### config.mk
export PLATFORM = sky130hd
export DESIGN_NAME = bus_select_ack
export DESIGN_NICKNAME = d
export VERILOG_FILES = /design/src/rtl/bsa_pkg.sv /design/src/rtl/bsa_region_decode.sv /design/src/rtl/bsa_lane_enable.sv /design/src/rtl/bsa_ack_timer.sv /design/src/rtl/bus_select_ack.sv
export SDC_FILE = /design/constraint.sdc
export NUM_CORES = 1
export LEC_CHECK = 0
export BUFFER_PORTS_ARGS = -buffer_cell sky130_fd_sc_hd__clkbuf_2
export CAP_MARGIN = 20
export CORE_AREA = 2 2 39 41
export DETAILED_ROUTE_END_ITERATION = 10
export DIE_AREA = 0 0 41 43
export GPL_TIMING_DRIVEN = 0
export PLACE_DENSITY = 0.65
export RECOVER_POWER = 100
export SYNTH_ARGS = -nofsm -noshare
export SYNTH_HDL_FRONTEND = slang
export SYNTH_SLANG_ARGS = --single-unit
export TNS_END_PERCENT = 10
### constraint.sdc
create_clock -name clk -period 4.2 [get_ports clk]
set_input_delay 0.21 -clock clk [delete_from_list [all_inputs] [get_ports clk]]
set_output_delay 0.21 -clock clk [all_outputs]
set_load 0.03 [all_outputs]
### src/rtl/bsa_pkg.sv
// Package: shared region codes and function-code qualification.
// Assumes a 3-bit decode field and a 3-bit function code.
package bsa_pkg;
    localparam int DEC_W    = 3;
    localparam int FC_W     = 3;
    localparam int N_SEL    = 1 << DEC_W;
    localparam logic [DEC_W-1:0] CODE_ROM  = 3'b000;
    localparam logic [DEC_W-1:0] CODE_RAM  = 3'b001;
    localparam logic [DEC_W-1:0] CODE_PORT = 3'b110;

    // Program or data cycle in either privilege level
    function automatic logic fc_mem_ok(input logic [FC_W-1:0] fc);
        return (fc == 3'b001) || (fc == 3'b010) || (fc == 3'b101) || (fc == 3'b110);
    endfunction

    // Data cycle in either privilege level
    function automatic logic fc_data_ok(input logic [FC_W-1:0] fc);
        return (fc == 3'b001) || (fc == 3'b101);
    endfunction
endpackage

### src/rtl/bsa_region_decode.sv
// Region decoder: 3-to-8 active-low one-hot select.
// Assumes en_n qualifies the field; with en_n high all outputs stay high.
module bsa_region_decode #(
    parameter int W = 3,
    localparam int N = 1 << W
) (
    input  logic         en_n,
    input  logic [W-1:0] code_i,
    output logic [N-1:0] sel_n
);
    for (genvar g = 0; g < N; g++) begin : g_sel
        // one output per code value
        assign sel_n[g] = en_n | (code_i != W'(g));
    end
endmodule

### src/rtl/bsa_lane_enable.sv
// Byte-lane gate: turns a region select and the two data strobes
// into active-low lane enables (bit 1 = upper lane, bit 0 = lower lane).
module bsa_lane_enable (
    input  logic       sel_i,
    input  logic       uds_n,
    input  logic       lds_n,
    output logic [1:0] lane_n
);
    // lane asserts when region selected and its strobe low
    always_comb begin
        lane_n[1] = ~(sel_i & ~uds_n);
        lane_n[0] = ~(sel_i & ~lds_n);
    end
endmodule

### src/rtl/bsa_ack_timer.sv
// Acknowledge timer: counts clocks from the first edge the strobe is
// seen low and drives the registered acknowledge once the count
// reaches the wait value. Assumes hit_i and ws_i are stable while the
// strobe is held.
module bsa_ack_timer #(
    parameter int WS_W = 3
) (
    input  logic            clk,
    input  logic            rst_n,
    input  logic            as_n,
    input  logic            hit_i,
    input  logic [WS_W-1:0] ws_i,
    output logic            dtack_n
);
    localparam logic [WS_W-1:0] CNT_MAX = '1;

    logic            busy;
    logic [WS_W-1:0] cnt;

    // track strobe cycle, count wait clocks, register acknowledge
    always_ff @(posedge clk) begin
        if (!rst_n) begin
            busy    <= 1'b0;
            cnt     <= '0;
            dtack_n <= 1'b1;
        end else if (as_n) begin
            busy    <= 1'b0;
            cnt     <= '0;
            dtack_n <= 1'b1;
        end else if (!busy) begin
            busy    <= 1'b1;
            cnt     <= WS_W'(1);
            dtack_n <= ~(hit_i && (ws_i == '0));
        end else begin
            if (cnt != CNT_MAX) cnt <= cnt + 1'b1;
            dtack_n <= ~(hit_i && (cnt >= ws_i));
        end
    end


    release_chk: assert property (@(posedge clk) disable iff (!rst_n)
        as_n |=> dtack_n);


    ack_cause_chk: assert property (@(posedge clk) disable iff (!rst_n)
        $fell(dtack_n) |-> $past(hit_i));


    zero_wait_chk: assert property (@(posedge clk) disable iff (!rst_n)
        (!as_n && !busy && hit_i && ws_i == '0) |=> !dtack_n);
endmodule

### src/rtl/bus_select_ack.sv
// Top: bus region select and transfer acknowledge.
// Selects and enables are combinational from the bus; acknowledge is
// registered with a per-region wait count. Assumes bus inputs are
// stable while as_n is low.
module bus_select_ack #(
    parameter int WS_W      = 3,
    parameter int ROM_WAIT  = 0,
    parameter int RAM_WAIT  = 3,
    parameter int PORT_WAIT = 7,
    parameter int REG_W     = 2
) (
    input  logic                    clk,
    input  logic                    rst_n,
    input  logic [bsa_pkg::DEC_W-1:0] addr_dec_i,
    input  logic [REG_W:1]          addr_reg_i,
    input  logic                    as_n,
    input  logic                    rw,
    input  logic                    uds_n,
    input  logic                    lds_n,
    input  logic [bsa_pkg::FC_W-1:0] fc_i,
    output logic [1:0]              rom_cs_n,
    output logic [1:0]              rom_oe_n,
    output logic [1:0]              ram_cs_n,
    output logic                    ram_oe_n,
    output logic [1:0]              ram_we_n,
    output logic                    port_cs_n,
    output logic                    port_oe_n,
    output logic                    port_we_n,
    output logic [REG_W:1]          port_reg_o,
    output logic                    dtack_n
);
    import bsa_pkg::*;

    localparam logic [WS_W-1:0] WS_ROM  = WS_W'(ROM_WAIT);
    localparam logic [WS_W-1:0] WS_RAM  = WS_W'(RAM_WAIT);
    localparam logic [WS_W-1:0] WS_PORT = WS_W'(PORT_WAIT);

    logic [N_SEL-1:0] dec_n;
    logic             rom_region, ram_sel, port_sel, rom_rd, hit;
    logic [WS_W-1:0]  ws;
    logic [1:0]       ram_lane_n;

    bsa_region_decode #(.W(DEC_W)) u_dec (
        .en_n   (as_n),
        .code_i (addr_dec_i),
        .sel_n  (dec_n)
    );

    // qualify each region with function code, direction and lane
    always_comb begin
        rom_region = ~dec_n[CODE_ROM]  & fc_mem_ok(fc_i);
        rom_rd     = rom_region & rw;
        ram_sel    = ~dec_n[CODE_RAM]  & fc_mem_ok(fc_i);
        port_sel   = ~dec_n[CODE_PORT] & fc_data_ok(fc_i) & ~lds_n;
        hit        = rom_region | ram_sel | port_sel;
    end

    // pick the wait count of the region being accessed
    always_comb begin
        if (rom_region)   ws = WS_ROM;
        else if (ram_sel) ws = WS_RAM;
        else              ws = WS_PORT;
    end

    bsa_lane_enable u_rom_lane (
        .sel_i  (rom_rd),
        .uds_n  (uds_n),
        .lds_n  (lds_n),
        .lane_n (rom_cs_n)
    );

    bsa_lane_enable u_ram_lane (
        .sel_i  (ram_sel),
        .uds_n  (uds_n),
        .lds_n  (lds_n),
        .lane_n (ram_lane_n)
    );

    // derive direction enables for data store and port
    always_comb begin
        rom_oe_n   = rom_cs_n;
        ram_cs_n   = ram_lane_n;
        ram_oe_n   = ~(ram_sel & rw);
        ram_we_n   = ram_lane_n | {2{rw}};
        port_cs_n  = ~port_sel;
        port_oe_n  = ~(port_sel & rw);
        port_we_n  = ~(port_sel & ~rw);
        port_reg_o = addr_reg_i;
    end

    bsa_ack_timer #(.WS_W(WS_W)) u_ack (
        .clk     (clk),
        .rst_n   (rst_n),
        .as_n    (as_n),
        .hit_i   (hit),
        .ws_i    (ws),
        .dtack_n (dtack_n)
    );


    region_excl_chk: assert property (@(posedge clk) disable iff (!rst_n)
        $onehot0({~&rom_cs_n, ~&ram_cs_n, ~port_cs_n}));


    strobe_idle_chk: assert property (@(posedge clk) disable iff (!rst_n)
        as_n |-> (&rom_cs_n && &ram_cs_n && ram_oe_n && port_cs_n));


    rom_write_chk: assert property (@(posedge clk) disable iff (!rst_n)
        !rw |-> &rom_cs_n);


    ram_dir_chk: assert property (@(posedge clk) disable iff (!rst_n)
        !(&ram_we_n) |-> ram_oe_n);


    port_lane_chk: assert property (@(posedge clk) disable iff (!rst_n)
        !port_cs_n |-> !lds_n);
endmodule

* After elaboration in Yosys (flattened, before gate mapping)
Index checks and enable logic that the tools add are counted.
Word-level totals: flip-flop bits (word level) 5, output and inout bits 15, word-level logic and storage cells 66
Operators by class: add/subtract/negate cells 1, $lt $le $gt $ge 1, equality and inequality tests 8, multiplexer cells 6, bitwise logic cells 36, reductions and logical operators 10
Operators by type and width (count):
- inverter 1 bit | 18
- bitwise AND 1 bit | 12
- == test 3 bit (second input constant) | 2
- 2-to-1 mux 3 bit | 2
- inequality test 3 bit (second input constant) | 2
- OR 1 bit | 5
- logical OR 1 bit | 4
- 2-to-1 mux 1 bit | 4
- adder 3 x 1 -> 3 bit (second input constant) | 1
- == test 3 x 1 -> 1 bit (second input constant) | 1
- == test 3 x 2 -> 1 bit (second input constant) | 1
- >= comparator 3 bit | 1
- zero test 3 bit | 1
- inequality test 3 x 1 -> 1 bit (second input constant) | 1
- nonzero test 3 bit | 1
- OR reduction 3 bit | 1
- logical AND 1 bit | 2
- inequality test 2 bit (second input constant) | 1
- OR 2 bit | 1
- OR reduction 2 bit | 1

* Logic depth before layout (Yosys ltp)
depth in word-level cells 11, mapped depth 9, gate-level depth less buffers 9

* Modules after synthesis
From an unflattened synthesis, not the netlist that was laid out.
Unflattened totals: cell total of the unflattened synthesis 58, area total of the unflattened synthesis 508.0 um^2
By module, submodules not included:
- bsa_ack_timer | times used 1, cells an instance 28, area an instance 275.3 um^2, sequential area each 100.1 um^2
- bus_select_ack | times used 1, cells an instance 18, area an instance 127.6 um^2, sequential area each 0.0 um^2
- bsa_region_decode | times used 1, cells an instance 8, area an instance 80.1 um^2, sequential area each 0.0 um^2
- bsa_lane_enable | times used 2, cells an instance 2, area an instance 12.5 um^2, sequential area each 0.0 um^2

* Worst setup path before layout
No wires, ideal clock.
path type input-to-output, from in fc_i[1] (netlist bit), to out rom_oe_n[1], arrival time 1.761 ns, required time 3.990 ns, path slack 2.229 ns, stages 5, buffers on the path 1, cell sequence inv_1 ha_1 or4_4 or4_1 buf_4
Between the ends: longest elaborated chain between the ends 8
RTL lines:
- start, declared | RTL line bus_select_ack.sv:20 | input logic [bsa_pkg::FC_W-1:0] fc_i,
- == test 3 x 1 -> 1 bit or == test 3 x 2 -> 1 bit (tied branches) | RTL line bsa_pkg.sv:13 | return (fc == 3'b001) || (fc == 3'b010) || (fc == 3'b101) || (fc == 3'b110);
- logical OR 1 bit (2 in series) | RTL line bsa_pkg.sv:13
- logical OR 1 bit * | RTL line bsa_pkg.sv:13
- bitwise AND 1 bit * | RTL line bus_select_ack.sv:51 | rom_region = ~dec_n[CODE_ROM] & fc_mem_ok(fc_i);
- bitwise AND 1 bit * | RTL line bus_select_ack.sv:52 | rom_rd = rom_region & rw;
- bitwise AND 1 bit * | RTL line bsa_lane_enable.sv:11 | lane_n[1] = ~(sel_i & ~uds_n);
- inverter 1 bit * | RTL line bsa_lane_enable.sv:11
- end, declared | RTL line bus_select_ack.sv:22 | output logic [1:0] rom_oe_n,
Every way passes the cells marked *; elsewhere a longest branch is shown, timed or not.

* Worst setup path after layout
Ends and elaborated chain as after synthesis.

==> flow_summary.ini <==
[status]
status = finished clean

[global_route]
grt_pass1_wl_mm = 1.29
grt_util_all_layers_pct = 10.7
antenna_found_initial = 0
grt_max_degree = 9
overflow = 0
grt_pass1_vias = 365

[power]
switching_share_pct = 25.9
power_mw = 0.127
power.switching_mw = 0.0330
pwr_density_cell_nw_per_um2 = 226
p_int_mw = 0.0942
seq_power_share_pct = 39.3
vdd_drop_max_mv = 0.170
leakage_nw = 0.257
p_clk_share_pct = 42.6
combPwrFrac_pct = 18.1

[critical_path]
critical_path_arrival_ns = 1.85
path_class = in -> out
cp_data_required_time_ns = 3.99
crit_path_max_fanout = 4
startpoint = fc_i[1]
r2r-start = u_ack.cnt[0]
startpoint_type = input pin
end_kind = primary output

[route]
drtIter0Drc = 7
drt-wirelength-per-cell_um = 8.97
ant_nets = 0
drc = 0
firstDrtPassIters = 6
routed_via_density = 4.63
vias = 444
finalWirelength_um = 861

[sta]
finalCritPeriodShare_pct = 49.0
tns_ns = 0
hold_viol_final = 0
fin_worst_skew_ns = 0.00437
whs_ns = 0.240
worst_pin_slew_ns = 0.544
slew_violations = 0
finalSetupViolCount = 0
fin_crit_ns = 2.06
worst_slack_ns = 2.14
rsz0062_at_grt = false
fmax_mhz = 486
slew_headroom_pct = 63.2

[floorplan]
ios = 29
dieArea_um2 = 1760
rows = 14
coreArea_um2 = 1380
die_h_um = 43
die_w_um = 41
initial_core_util_pct = 30.0

[logic_synthesis]
ys_async_sr_fraction_pct = 0
yosys.area.top_type = dfxtp_1
ys_types = 23
netlist.area_leader.share_pct = 24.1
ys.flop_type = dfxtp_1
synth_nets = 71
ys_seq_area_share_pct = 24.1
synth_area_leaders = dfxtp_1, ha_1, buf_4
synthCells = 51
synth_seq_cells = 5
syn_avg_cell_area_um2 = 8.15
synth_warnings = 0
synth_edf_count = 0
ys_top_cells_by_count = ha_1, inv_1, dfxtp_1
syn_area_um2 = 415

[clock_tree]
ctsResizeCount = 0
clk_pin_slew_ns = 0.04
clockBufferDepth = 2
cts_buffers = 3
ctsHoldBuffers = 0
clk_latency_ns = 0.24
clock-sinks = 5
h-tree-depth = 1
cts_tree = yes
cts_setup_buffers = 0
cts-root-buf = clkbuf_4

[cells_and_area]
post-route-util_pct = 40.7
drive_gt1_share_pct = 22.5
final_area_um2 = 563
syn2layout_area_growth_pct = 35.5
finalNetCount = 101
diodes = 0
fin_cells = 96

[placement]
io_buffers = 25
dp_hpwl_um = 723
dpl_cell_area_um2 = 561
place_congestion = 0.660
dp_slack_ns = 2.16
place_inst = 92

[min_path]
hp-start = rst_n
hold_class = in -> reg

[job]
cap_violations = 0
==> sequential cells by signal (all words and copies together), names as in the netlist <==
register	cells
u_ack.cnt	3
u_ack.busy	1
u_ack.dtack_n	1
==> area by class of cell <==
cell class | count | area, um^2
buffer | 4 | 30.0
clock buffer | 4 | 26.3
fill | 160 | 821
inverter | 7 | 27.5
multi-input combinational | 35 | 254
sequential | 5 | 100
tap | 16 | 20.0
timing repair buffer | 25 | 105
==> layout by cell type, fill, tap and decap left out, drive strengths merged <==
cell type / instances
or3: 1
nand2b: 1
a41oi: 1
nor4bb: 1
ha: 6
nand4: 3
o21ai: 1
a31o: 1
nand2: 3
xor2: 1
nand3: 4
dfxtp: 5
or4: 2
clkbuf: 29
nor2b: 1
buf: 4
clkinv: 1
or2: 1
nor2: 3
inv: 6
nor4: 1
mux2i: 2
a21oi: 2
==> worst max-delay path: stages <==
cell,delay (ns)
clkbuf_2,0.07
inv_1,0.03
ha_1,0.25
or4_1,0.48
or4_1,0.45
buf_4,0.15
clkbuf_1,0.20
==> path summary, 6_finish.rpt <==
kind         slack [ns]            end  depth (start not counted)
max reg2reg        3.02  u_ack.dtack_n                          5
max                2.14    rom_oe_n[1]                          7
min                0.24   u_ack.cnt[0]                          3
min reg2reg        0.49   u_ack.cnt[0]                          1
==> power groups by stage <==
stage / sequential [mW] / combinational, mW / clock, mW
floorplan: 0.0507 / 0.0146 / 0
global placement: 0.0507 / 0.0239 / 0
detailed placement: 0.0508 / 0.0244 / 0
CTS: 0.0499 / 0.0245 / 0.0564
global route: 0.0500 / 0.0263 / 0.0607
finish: 0.0500 / 0.0230 / 0.0541
==> cell families (layout without fill, tap and decap cells) <==
logic type | Yosys count | after routing | share of synthesized area [%]
and+or+nand+nor | 21 | 21 | 29.2
AOI/OAI and AO/OA | 5 | 5 | 7.83
xor gates and xnor gates | 1 | 1 | 2.11
DFF | 5 | 5 | 24.1
adders and majority gates | 6 | 6 | 18.1
muxes | 2 | 2 | 4.82
buffers and inverters | 11 | 40 | 13.9
==> per-layer routing <==
layer / track usage (%) / part of all wire, % / up-vias
li1: - / - / 237
met5: 0 / 0 / -
met2: 16.9 / 49 / 19
met3: 3.14 / 8.0 / 0
met1: 12.2 / 43 / 188
met4: 6.00 / 0 / 0
Note: power is estimated with default switching activity, not from simulation.
